File: src/rtl/fpsr_pkg.sv
package fpsr_pkg;
  localparam int NUM_EXC    = 5;
  localparam int NUM_CAUSE  = NUM_EXC + 1;
  localparam int WORD_W     = 32;
  localparam int RND_W      = 2;
  localparam int FLAG_TOP   = RND_W + 1 + NUM_CAUSE + 2 * NUM_EXC - 1;
  localparam int RSVD_W     = WORD_W - 2 - FLAG_TOP;
  localparam int VEC_W      = 8;
  localparam logic [VEC_W-1:0] FP_EXC_VEC = 8'd21;

  typedef enum logic [RND_W-1:0] {
    RND_NEAR_EVEN = 2'd0,
    RND_TO_ZERO   = 2'd1,
    RND_TO_POS    = 2'd2,
    RND_TO_NEG    = 2'd3
  } rnd_mode_e;

  typedef struct packed {
    logic                 sum;
    logic [RSVD_W-1:0]    rsvd;
    logic [NUM_EXC-1:0]   flag;
    logic [NUM_EXC-1:0]   en;
    logic [NUM_CAUSE-1:0] cause;
    logic                 flush;
    rnd_mode_e            rnd;
  } fpsr_t;
endpackage

File: src/rtl/fpsr_cause_gen.sv
module fpsr_cause_gen
  import fpsr_pkg::*;
(
  input  logic [NUM_EXC-1:0]   exc_i,
  input  logic                 denorm_in_i,
  input  logic                 denorm_out_i,
  input  logic                 flush_i,
  output logic [NUM_CAUSE-1:0] cause_o
);
  // top cause bit is the unmaskable unimplemented-processing cause
  assign cause_o = {(denorm_in_i | denorm_out_i) & ~flush_i, exc_i};
endmodule

File: src/rtl/fpsr_trap_eval.sv
module fpsr_trap_eval
  import fpsr_pkg::*;
(
  input  logic [NUM_CAUSE-1:0] cause_i,
  input  logic [NUM_EXC-1:0]   en_i,
  output logic                 trap_o
);
  logic [NUM_CAUSE-1:0] en_full;
  logic [NUM_CAUSE-1:0] hit;

  assign en_full = {1'b1, en_i};

  for (genvar g = 0; g < NUM_CAUSE; g++) begin : g_hit
    assign hit[g] = cause_i[g] & en_full[g];
  end

  assign trap_o = |hit;
endmodule

File: src/rtl/fpsr_write_merge.sv
module fpsr_write_merge
  import fpsr_pkg::*;
(
  input  logic [WORD_W-1:0] wdata_i,
  output fpsr_t             word_o
);
  fpsr_t raw;

  assign raw = fpsr_t'(wdata_i);

  always_comb begin
    word_o      = raw;
    word_o.rsvd = '0;
    word_o.sum  = |raw.flag;
  end
endmodule

File: src/rtl/fpsr_unit.sv
module fpsr_unit
  import fpsr_pkg::*;
(
  input  logic                clk_i,
  input  logic                rst_ni,
  input  logic                op_valid_i,
  input  logic [4:0]          exc_i,
  input  logic                denorm_in_i,
  input  logic                denorm_out_i,
  input  logic                sw_we_i,
  input  logic [31:0]         sw_wdata_i,
  output logic [31:0]         status_o,
  output logic [1:0]          rnd_mode_o,
  output logic                exc_req_o,
  output logic [7:0]          exc_vec_o
);
  fpsr_t                q, d, wr_word;
  logic [NUM_CAUSE-1:0] cause_new;
  logic                 trap;
  logic                 op_take;

  fpsr_cause_gen i_cause (
    .exc_i       (exc_i),
    .denorm_in_i (denorm_in_i),
    .denorm_out_i(denorm_out_i),
    .flush_i     (q.flush),
    .cause_o     (cause_new)
  );

  fpsr_trap_eval i_trap (
    .cause_i(cause_new),
    .en_i   (q.en),
    .trap_o (trap)
  );

  fpsr_write_merge i_wr (
    .wdata_i(sw_wdata_i),
    .word_o (wr_word)
  );

  assign op_take = op_valid_i & ~sw_we_i;

  always_comb begin
    d = q;
    if (sw_we_i) begin
      d = wr_word;
    end else if (op_valid_i) begin
      d.cause = cause_new;
      d.flag  = q.flag | (cause_new[NUM_EXC-1:0] & ~q.en);
      d.sum   = |d.flag;
    end
  end

  always_ff @(posedge clk_i or negedge rst_ni) begin
    if (!rst_ni) q <= '0;
    else         q <= d;
  end

  assign status_o   = q;
  assign rnd_mode_o = q.rnd;
  assign exc_req_o  = op_take & trap;
  assign exc_vec_o  = FP_EXC_VEC;

  AST_FLAGS_STICKY: assert property (@(posedge clk_i) disable iff (!rst_ni)
    op_take |=> ((q.flag & $past(q.flag)) == $past(q.flag)));
  AST_NO_FLAG_WHEN_ENABLED: assert property (@(posedge clk_i) disable iff (!rst_ni)
    op_take |=> ((q.flag & ~$past(q.flag) & $past(q.en)) == '0));
  AST_FLUSH_BLOCKS_UNIMPL: assert property (@(posedge clk_i) disable iff (!rst_ni)
    (op_take && q.flush) |=> !q.cause[NUM_CAUSE-1]);
  AST_SUMMARY_TRACKS: assert property (@(posedge clk_i) disable iff (!rst_ni)
    q.sum == (|q.flag));
  AST_REQ_LEAVES_CAUSE: assert property (@(posedge clk_i) disable iff (!rst_ni)
    exc_req_o |=> (|q.cause));
  AST_RSVD_ZERO: assert property (@(posedge clk_i) disable iff (!rst_ni)
    q.rsvd == '0);
  AST_WRITE_WINS: assert property (@(posedge clk_i) disable iff (!rst_ni)
    (sw_we_i && op_valid_i) |-> !exc_req_o);
endmodule

File: config.mk
export PLATFORM = sky130hd
export DESIGN_NAME = fpsr_unit
export DESIGN_NICKNAME = d
export VERILOG_FILES = /design/src/rtl/fpsr_pkg.sv /design/src/rtl/fpsr_cause_gen.sv /design/src/rtl/fpsr_trap_eval.sv /design/src/rtl/fpsr_write_merge.sv /design/src/rtl/fpsr_unit.sv
export SDC_FILE = /design/constraint.sdc
export NUM_CORES = 1
export LEC_CHECK = 0
export ABC_AREA = 1
export BUFFER_PORTS_ARGS = -buffer_cell sky130_fd_sc_hd__buf_2
export CAP_MARGIN = 15
export CORE_MARGIN = 10
export CORE_UTILIZATION = 40
export CTS_BUF_LIST = sky130_fd_sc_hd__clkbuf_2 sky130_fd_sc_hd__clkbuf_4 sky130_fd_sc_hd__clkbuf_8
export CTS_CLUSTER_SIZE = 25
export DETAILED_ROUTE_END_ITERATION = 16
export GPL_ROUTABILITY_DRIVEN = 1
export PLACE_DENSITY = 0.9
export SYNTH_ARGS = -nofsm -noshare
export SYNTH_HDL_FRONTEND = slang
export SYNTH_SLANG_ARGS = --single-unit
export TNS_END_PERCENT = 30
File: constraint.sdc
create_clock -name clk_i -period 1.1 [get_ports clk_i]
set_input_delay 0.055 -clock clk_i [delete_from_list [all_inputs] [get_ports clk_i]]
set_output_delay 0.055 -clock clk_i [all_outputs]
set_load 0.01 [all_outputs]
==> results of run 1 <==
==> worst paths after layout <==
| kind | slack [ns] | cells past startpoint | end |
|---|---|---|---|
| hold reg to reg | 0.49 | 2 | status_o[5] |
| hold / removal | 0.01 | 3 | status_o[18] |
| setup / recovery | -0.12 | 5 | exc_req_o |
| min in group asynchronous | 0.25 | 2 | status_o[6] |
| setup reg to reg | 0.08 | 8 | status_o[31] |
| max in group asynchronous | 0.54 | 2 | status_o[16] |
==> stage by stage <==
stage	area, µm²	power, mW	cells
2_1_floorplan	1220	1.16	165
6_report	1570	1.68	247
3_3_place_gp	1330	1.27	223
4_1_cts	1560	1.70	246
5_1_grt	1570	1.81	247
3_5_place_dp	1330	1.28	223
==> worst register-to-register path: stages (launching register included) <==
cell	delay, ns
dfrtp_1	0.36
buf_4	0.11
inv_1	0.05
nand2_2	0.07
nand2_1	0.06
nor2_1	0.09
nand3_1	0.07
nand2_1	0.07
nand2_1	0.05
==> per-layer routing <==
metal / up-vias / part of all wire, %
li1: 551 / -
met1: 499 / 37
met2: 42 / 52
met3: 2 / 11
met4: 0 / 0.23
met5: - / 0
==> power by group through the flow <==
stage | Combinational (mW) | Clock, mW | Sequential [mW]
4_1_cts | 0.489 | 0.359 | 0.848
5_1_grt | 0.556 | 0.397 | 0.858
3_3_place_gp | 0.414 | 0 | 0.858
2_1_floorplan | 0.261 | 0 | 0.894
3_5_place_dp | 0.421 | 0 | 0.863
6_report | 0.497 | 0.333 | 0.847
==> final cells by class <==
class	instances	area, µm²	share of cell area [%]
Sequential cell	20	500	31.8
Multi-Input combinational cell	107	494	31.4
Timing Repair Buffer	74	470	29.9
Inverter	12	46.3	2.94
Tap cell	31	38.8	2.47
Clock buffer	3	22.5	1.43
==> cell usage after synthesis, drive strengths merged <==
cell and n:
a21oi 1, buf 26, clkinv 1, conb 2, dfrtp 20, inv 11, nand2 55, nand3 8
nor2 9, nor3 1, o211ai 5, o21ai 5, o221ai 1, o22ai 1, or2 1
==> state kept, by name, indices dropped and copies added, names as in the netlist <==
signal      cells
status_o       18
rnd_mode_o      2
==> kinds of logic (layout without fill, tap and decap cells) <==
| family | Yosys count | count (layout) | share of synthesized area (%) |
|---|---|---|---|
| AND/OR/NAND/NOR | 74 | 74 | 26.1 |
| buffers and inverters | 38 | 89 | 20.8 |
| flip-flops | 20 | 20 | 43.4 |
| AO/OA/AOI/OAI | 13 | 13 | 9.00 |
| other | 2 | 20 | 0.651 |
==> what timing repair did <==
action | CTS | global route
endpoints found under the hold margin | 36 | 0
pin swaps | 1 | 0
setup buffers | 2 | 1
resized for setup | 3 | 3
hold buffers | 18 | 0
setup endpoints to repair | 1 | 2
==> metrics, run 1 <==
status=complete, but fails checks; failing checks=negative setup slack; I/O pin count=86; Worst Setup Slack, final=-0.124 ns; Max VDD drop=721 µV; CTS Buf Count=3; Worst Path Class, Setup=reg -> out; initial antenna violation count=0; number of diodes=0; CP Launch Type=flip-flop; Port Buf Inserts=52; largest area contributor in the netlist=dfrtp_1; Comb pwr share=29.7%; count of different cell masters after synthesis=20; final setup fails=1; Leak Pwr=0.890 nW; Post-Synthesis Cells=147; total core area=2760 µm²; Synth Cell Area=1150 µm²; syn_area_per_cell=7.85 µm²; minimum clock period=1.22 ns; CP delay by family, top=flip-flops; sequential area share after synthesis=43.4%; Slew Limit Fails=0; worst-skew pair later-pin latency=0.29 ns; hold path start=sw_wdata_i[18]; skew final=0.00199 ns; Int Power=1.15 mW; Clock Sink Count=20; Rows=19; top cell type's share of synthesized area=43.4%; Congestion Overflow GR=0; Area Growth Syn to Fin=36.3%; Die Footprint=5430 µm²; crit path max fanout=3; commonest non-fill, non-tap cell in the layout=nand2_1; ranking of synthesized cells by area=dfrtp_1 43%, nand2_1 18%, buf_4 15%; slowest CP cell=dfrtp_1; first-pass GRT wire length=5450 µm; crit path cell chain=inv_2, o21ai_2, nor3_2, nor2_1, buf_2; Top Usage Layer GRT=met2; antenna-violating nets left=0; f_max=817 MHz; Routed WL=3450 µm; Critical Path End Type=primary output; clk slew on worst S/H paths=0.10 ns; placed wire-length estimate=2630 µm; Tcrit/Tclk final=111%; CTS tree=built; final core utilization=57.0%; pre-CTS WS=0.141 ns; detailed-route vias per instance=4.43; residual DRC count=0; met2 GRT Util=22.3%; critical path arrival=1.17 ns; Switching Fraction=31.5%; DR pass1 iterations=4; Die Y=73.7 µm; Clock power frac=19.8%; Max H-tree Level=1; Hold Path Class=in -> reg; Seq pwr share=50.5%; met1 GRT Util=12.6%; most frequent cells in the layout=53 x nand2_1, 52 x buf_2, 20 x conb_1, 20 x dfrtp_1, 18 x dlygate4sd3_1; clock buffer depth=2; share of layout cells above drive strength 1=33.8%; post-synthesis register bit count=20; RSZ-0062 raised after global routing=yes; GRT Overall Usage=12.4%; final hold violation count=0; CTS root buffer=clkbuf_4; reg2reg start=status_o[11]; crit path from=status_o[13]; Starting Density=41.8%; WL/cell=14.0 µm; GP Congestion=0.815; Max-Cap Viols=0; Filler Cell Count=259; CP max stage delay=0.40 ns; WP data required=1.04 ns; DRT iter0 DRCs=18; pwr dens=1070 nW/µm²; NetSw=0.528 mW; hold slack=0.0115 ns; die width=73.7 µm; Buf/Inv on CP=2; vias in the first global route=1197; largest net degree at the start of global routing=21; Sum Neg Setup Slack=-0.124 ns; met3 Use GR=6.06%; routed vias=1094; nets=261; Yosys warning count=0
Note: power is estimated with default switching activity, not from simulation.
==> run 2, diff against run 1 <==
--- a/config.mk
+++ b/config.mk
@@ -14,7 +14,8 @@
 export CTS_CLUSTER_SIZE = 25
 export DETAILED_ROUTE_END_ITERATION = 16
 export GPL_ROUTABILITY_DRIVEN = 1
-export PLACE_DENSITY = 0.9
+export PLACE_DENSITY = 0.8
+export RECOVER_POWER = 100
 export SYNTH_ARGS = -nofsm -noshare
 export SYNTH_HDL_FRONTEND = slang
 export SYNTH_SLANG_ARGS = --single-unit
==> metrics, run 2 (synthesis gave the netlist of run 1 again) <==
most frequent cells in the layout=54 x nand2_1, 50 x buf_2, 20 x conb_1, 20 x dlygate4sd3_1, 20 x dfrtp_1 (was 53 x nand2_1, 52 x buf_2, 20 x conb_1, 20 x dfrtp_1, 18 x dlygate4sd3_1); Switching Fraction=31.4% (was 31.5%); met2 routed WL=1780 µm (was 1790 µm); WP data required=1.04 ns (about the same); GP Congestion=0.748 (was 0.815); placed cells=224 (was 223); Sum Neg Setup Slack=-0.200 ns (was -0.124 ns); total core area=2760 µm² (unchanged); pwr dens=1110 nW/µm² (was 1070 nW/µm²); Max-Cap Viols=0 (unchanged); pre-CTS WS=0.142 ns (was 0.141 ns); RSZ-0062 raised after global routing=yes (unchanged); Worst Setup Slack, final=-0.158 ns (was -0.124 ns); I/O pin count=86 (unchanged); minimum clock period=1.26 ns (was 1.22 ns); Largest register FFs=18 (unchanged); failing checks=negative setup slack (unchanged); M1 WL=1410 µm (was 1290 µm); Starting Density=41.8% (unchanged); hold slack=0.00147 ns (was 0.0115 ns); Max H-tree Level=1 (unchanged); Worst-Margin Slew=0.507 ns; CP Launch Type=flip-flop (unchanged); Rows=19 (unchanged); clock buffer depth=2 (unchanged); residual DRC count=0 (unchanged); uppermost routed layer=met3 (was met4); initial antenna violation count=0 (unchanged); commonest non-fill, non-tap cell in the layout=nand2_1 (unchanged); GRT Overall Usage=12.3% (was 12.4%); status=complete, but fails checks (unchanged); CTS root buffer=clkbuf_4 (unchanged); Int Power=1.24 mW (was 1.15 mW); Area Growth Syn to Fin=41.8% (was 36.3%); vias in the first global route=1154 (was 1197); clk slew on worst S/H paths=0.12 ns (was 0.10 ns); WL/cell=14.1 µm (was 14.0 µm); Routed WL=3580 µm (was 3450 µm); Slew Limit Fails=0 (unchanged); worst rel slew slack=66.2%; Port Buf Inserts=52 (unchanged); Worst Path Class, Setup=reg -> out (unchanged); Clock power frac=24.5% (was 19.8%); Max VDD drop=812 µV (was 721 µV); f_max=795 MHz (was 817 MHz); CTS Buf Count=3 (unchanged); DR pass1 iterations=5 (was 4); share of layout cells above drive strength 1=34.2% (was 33.8%); critical path arrival=1.20 ns (was 1.17 ns); Congestion Overflow GR=0 (unchanged); largest net degree at the start of global routing=21 (unchanged); Comb pwr share=28.9% (was 29.7%); Leak Pwr=0.922 nW (was 0.890 nW); DRT iter0 DRCs=52 (was 18); Tcrit/Tclk final=114% (was 111%); Die Y=73.7 µm (unchanged); Hold Path Class=in -> reg (unchanged); NetSw=0.570 mW (was 0.528 mW); final hold violation count=0 (unchanged); routed vias=1136 (was 1094); antenna-violating nets left=0 (unchanged); number of diodes=0 (unchanged); die width=73.7 µm (unchanged); Seq pwr share=46.7% (was 50.5%); Critical Path End Type=primary output (unchanged); worst-skew pair later-pin latency=0.31 ns (was 0.29 ns); CTS tree=built (unchanged); Die Footprint=5430 µm² (unchanged); Clock Sink Count=20 (unchanged); detailed-route vias per instance=4.49 (was 4.43); met3 wire length=391 µm (was 364 µm); first-pass GRT wire length=5380 µm (was 5450 µm); area taken by multi-input logic gates=490 µm² (was 494 µm²); final setup fails=2 (was 1); placed wire-length estimate=2630 µm (about the same); Reg area=500 µm² (unchanged); Filler Cell Count=259 (unchanged); nets=266 (was 261); skew final=0.00380 ns (was 0.00199 ns); crit path max fanout=3 (unchanged); non-filler cells, final=253 (was 247)
## run 2: changes by cell type in the layout (fill, tap and decap cells not counted), sizes merged
cell	change
dlygate4sd3	+2
buf	+2
clkbuf	+2
## run 2: repair_timing
item | 4_1_cts | 5_1_grt
endpoints found under the setup margin | 1 | 3
pin swaps | 2 | 2
setup buffers | 4 | 1
gates resized for setup | 3 | 4
hold buffers | 19 | 1
endpoints found under the hold margin | 37 | 1
## run 2: per-stage QoR
step	area, µm²	util [%]	power [mW]
finish	1640	59.3	1.81
global route	1640	59.3	1.93
CTS	1600	58.1	1.80
detailed placement	1340	48.6	1.29
global placement	1340	48.6	1.28
floorplan	1220	-	1.16
## run 2: worst max-delay path: stages, from the launching register on
cell and delay [ns]:
dfrtp_1 0.41, nand2_1 0.06, nand3_1 0.07, nor3_1 0.16
nor2_1 0.05, buf_2 0.14
## run 2: worst paths after layout
kind                         startpoint            to  slack (ns)  depth (start not counted)
setup / recovery           status_o[12]     exc_req_o       -0.16                          5
hold / removal                 exc_i[1]   status_o[4]       0.001                          3
setup reg to reg            status_o[9]  status_o[31]        0.04                          7
hold reg to reg             status_o[5]   status_o[5]        0.49                          2
max in group asynchronous        rst_ni  status_o[11]        0.52                          2
min in group asynchronous        rst_ni   status_o[2]        0.24                          2
## run 2: final cells by class
class / instances / share of cell area [%]
Inverter: 12 / 2.83
Sequential cell: 20 / 30.6
Clock buffer: 4 / 2.22
Tap cell: 31 / 2.37
Timing Repair Buffer: 79 / 32.0
Multi-Input combinational cell: 107 / 30.0
## run 2: layer usage
metal	global-route usage, %	vias up
li1	-	566
met2	20.7	57
met4	2.90	0
met3	4.98	0
met1	14.1	513
met5	0	-
## run 2: power groups by stage
| stage | clock network, mW | logic [mW] | registers (mW) |
|---|---|---|---|
| 2_1_floorplan | 0 | 0.261 | 0.894 |
| 3_3_place_gp | 0 | 0.419 | 0.858 |
| 3_5_place_dp | 0 | 0.425 | 0.862 |
| 4_1_cts | 0.447 | 0.504 | 0.846 |
| 5_1_grt | 0.498 | 0.579 | 0.856 |
| 6_report | 0.444 | 0.524 | 0.846 |
==> run 3, diff against run 2 <==
--- a/config.mk
+++ b/config.mk
@@ -15,7 +15,6 @@
 export DETAILED_ROUTE_END_ITERATION = 16
 export GPL_ROUTABILITY_DRIVEN = 1
 export PLACE_DENSITY = 0.8
-export RECOVER_POWER = 100
 export SYNTH_ARGS = -nofsm -noshare
 export SYNTH_HDL_FRONTEND = slang
 export SYNTH_SLANG_ARGS = --single-unit
==> metrics, run 3 (synthesis gave the netlist of run 1 again) <==
CTS tree=built (unchanged); CP max stage delay=0.41 ns (about the same); final core utilization=59.3% (unchanged); slowest CP cell=dfrtp_1 (unchanged); crit path cell chain=nand2_1, nand3_1, nor3_1, nor2_1, buf_2 (unchanged); CP delay by family, top=flip-flops (unchanged); status=complete, but fails checks (unchanged); Area Growth Syn to Fin=41.8% (unchanged); Filler Cell Count=259 (unchanged); hold slack=0.00165 ns (was 0.00147 ns); CP Launch Type=flip-flop (unchanged); Clock power frac=24.4% (was 24.5%); Slew Limit Fails=0 (unchanged); Sum Neg Setup Slack=-0.200 ns (about the same); failing checks=negative setup slack (unchanged); clock buffer depth=2 (unchanged); Worst Path Class, Setup=reg -> out (unchanged); CTS Buf Count=3 (unchanged); Comb pwr share=28.9% (about the same); NetSw=0.569 mW (was 0.570 mW); Worst Setup Slack, final=-0.158 ns (about the same); Die Footprint=5430 µm² (unchanged); Seq pwr share=46.7% (about the same); GP Congestion=0.748 (unchanged); crit path max fanout=3 (unchanged); Routed WL=3570 µm (was 3580 µm); antenna-violating nets left=0 (unchanged); residual DRC count=0 (unchanged); Leak Pwr=0.922 nW (about the same); WP data required=1.04 ns (about the same); minimum clock period=1.26 ns (about the same); commonest non-fill, non-tap cell in the layout=nand2_1 (unchanged); Placed Area=1340 µm² (unchanged); area taken by multi-input logic gates=490 µm² (unchanged); placed wire-length estimate=2630 µm (unchanged); GRT Overall Usage=12.3% (unchanged); WL/cell=14.1 µm (about the same); Int Power=1.24 mW (about the same); Switching Fraction=31.4% (about the same); Congestion Overflow GR=0 (unchanged); share of layout cells above drive strength 1=34.2% (unchanged); final hold violation count=0 (unchanged); Tcrit/Tclk final=114% (about the same); Rows=19 (unchanged); Buf/Inv on CP=1 (unchanged); detailed-route vias per instance=4.51 (was 4.49); critical path arrival=1.20 ns (about the same); total core area=2760 µm² (unchanged); Largest register FFs=18 (unchanged); Port Buf Inserts=52 (unchanged); clk slew on worst S/H paths=0.12 ns (about the same); RSZ-0062 raised after global routing=yes (unchanged); DRT iter0 DRCs=52 (unchanged); Max H-tree Level=1 (unchanged); CTS root buffer=clkbuf_4 (unchanged); initial antenna violation count=0 (unchanged); worst-skew pair later-pin latency=0.31 ns (about the same); Starting Density=41.8% (unchanged); most frequent cells in the layout=54 x nand2_1, 51 x buf_2, 20 x conb_1, 20 x dlygate4sd3_1, 20 x dfrtp_1 (was 54 x nand2_1, 50 x buf_2, 20 x conb_1, 20 x dlygate4sd3_1, 20 x dfrtp_1); vias in the first global route=1154 (unchanged); Reg area=500 µm² (unchanged); pwr dens=1110 nW/µm² (about the same); I/O pin count=86 (unchanged); Critical Path End Type=primary output (unchanged); routed vias=1141 (was 1136); Max-Cap Viols=0 (unchanged); DR pass1 iterations=5 (unchanged); first-pass GRT wire length=5380 µm (unchanged); Hold Path Class=in -> reg (unchanged); largest net degree at the start of global routing=21 (unchanged); Pwr Total=1.81 mW (about the same); Max VDD drop=812 µV (about the same); nets=266 (unchanged); Clock Sink Count=20 (unchanged); skew final=0.00424 ns (was 0.00380 ns); number of diodes=0 (unchanged); Die Y=73.7 µm (unchanged); f_max=795 MHz (about the same); Final Cell Area=1640 µm² (unchanged); die width=73.7 µm (unchanged); final setup fails=2 (unchanged)
-- run 3: worst register-to-register path, delay by kind of cell, from the launching register on --
family | cells | cell delay [ns]
buffers and inverters | 2 | 0.26
and+or+nand+nor | 5 | 0.34
DFF | 1 | 0.41
-- run 3: repair_timing --
action	in CTS	in global routing
endpoints found under the hold margin	37	1
setup endpoints to repair	1	3
gates resized for setup	3	4
setup buffers	4	1
hold buffers	19	1
pin swaps	2	2
-- run 3: final timing paths --
kind	end	slack, ns	start	cells past startpoint
setup / recovery	exc_req_o	-0.16	status_o[12]	5
hold / removal	status_o[4]	0.002	exc_i[1]	3
setup reg to reg	status_o[31]	0.04	status_o[9]	7
hold reg to reg	status_o[5]	0.49	status_o[5]	2
max in group asynchronous	status_o[11]	0.56	rst_ni	2
min in group asynchronous	status_o[2]	0.22	rst_ni	2
-- run 3: stage by stage --
stage          cells  setup slack (ns)
4_1_cts          251            -0.148
6_report         253            -0.158
2_1_floorplan    165             0.179
3_3_place_gp     224             0.157
3_5_place_dp     224             0.142
5_1_grt          253            -0.226
-- run 3: routing by layer --
layer / up-vias / routed length (µm) / GRT usage [%]
met3: 2 / 385 / 4.98
met4: 0 / 9 / 2.90
met5: - / 0 / 0
met2: 57 / 1790 / 20.7
li1: 567 / - / -
met1: 515 / 1390 / 14.1
-- run 3: power by group through the flow --
stage	clock network [mW]	registers, mW	logic [mW]
floorplan	0	0.894	0.261
global placement	0	0.858	0.419
detailed placement	0	0.862	0.425
CTS	0.447	0.846	0.504
global route	0.498	0.856	0.579
finish	0.443	0.847	0.524
-- run 3: layout make-up --
class / count / share of cell area [%]
inverter: 12 / 2.83
tap: 31 / 2.37
sequential: 20 / 30.6
timing repair buffer: 79 / 32.0
clock buffer: 4 / 2.22
multi-input combinational: 107 / 30.0
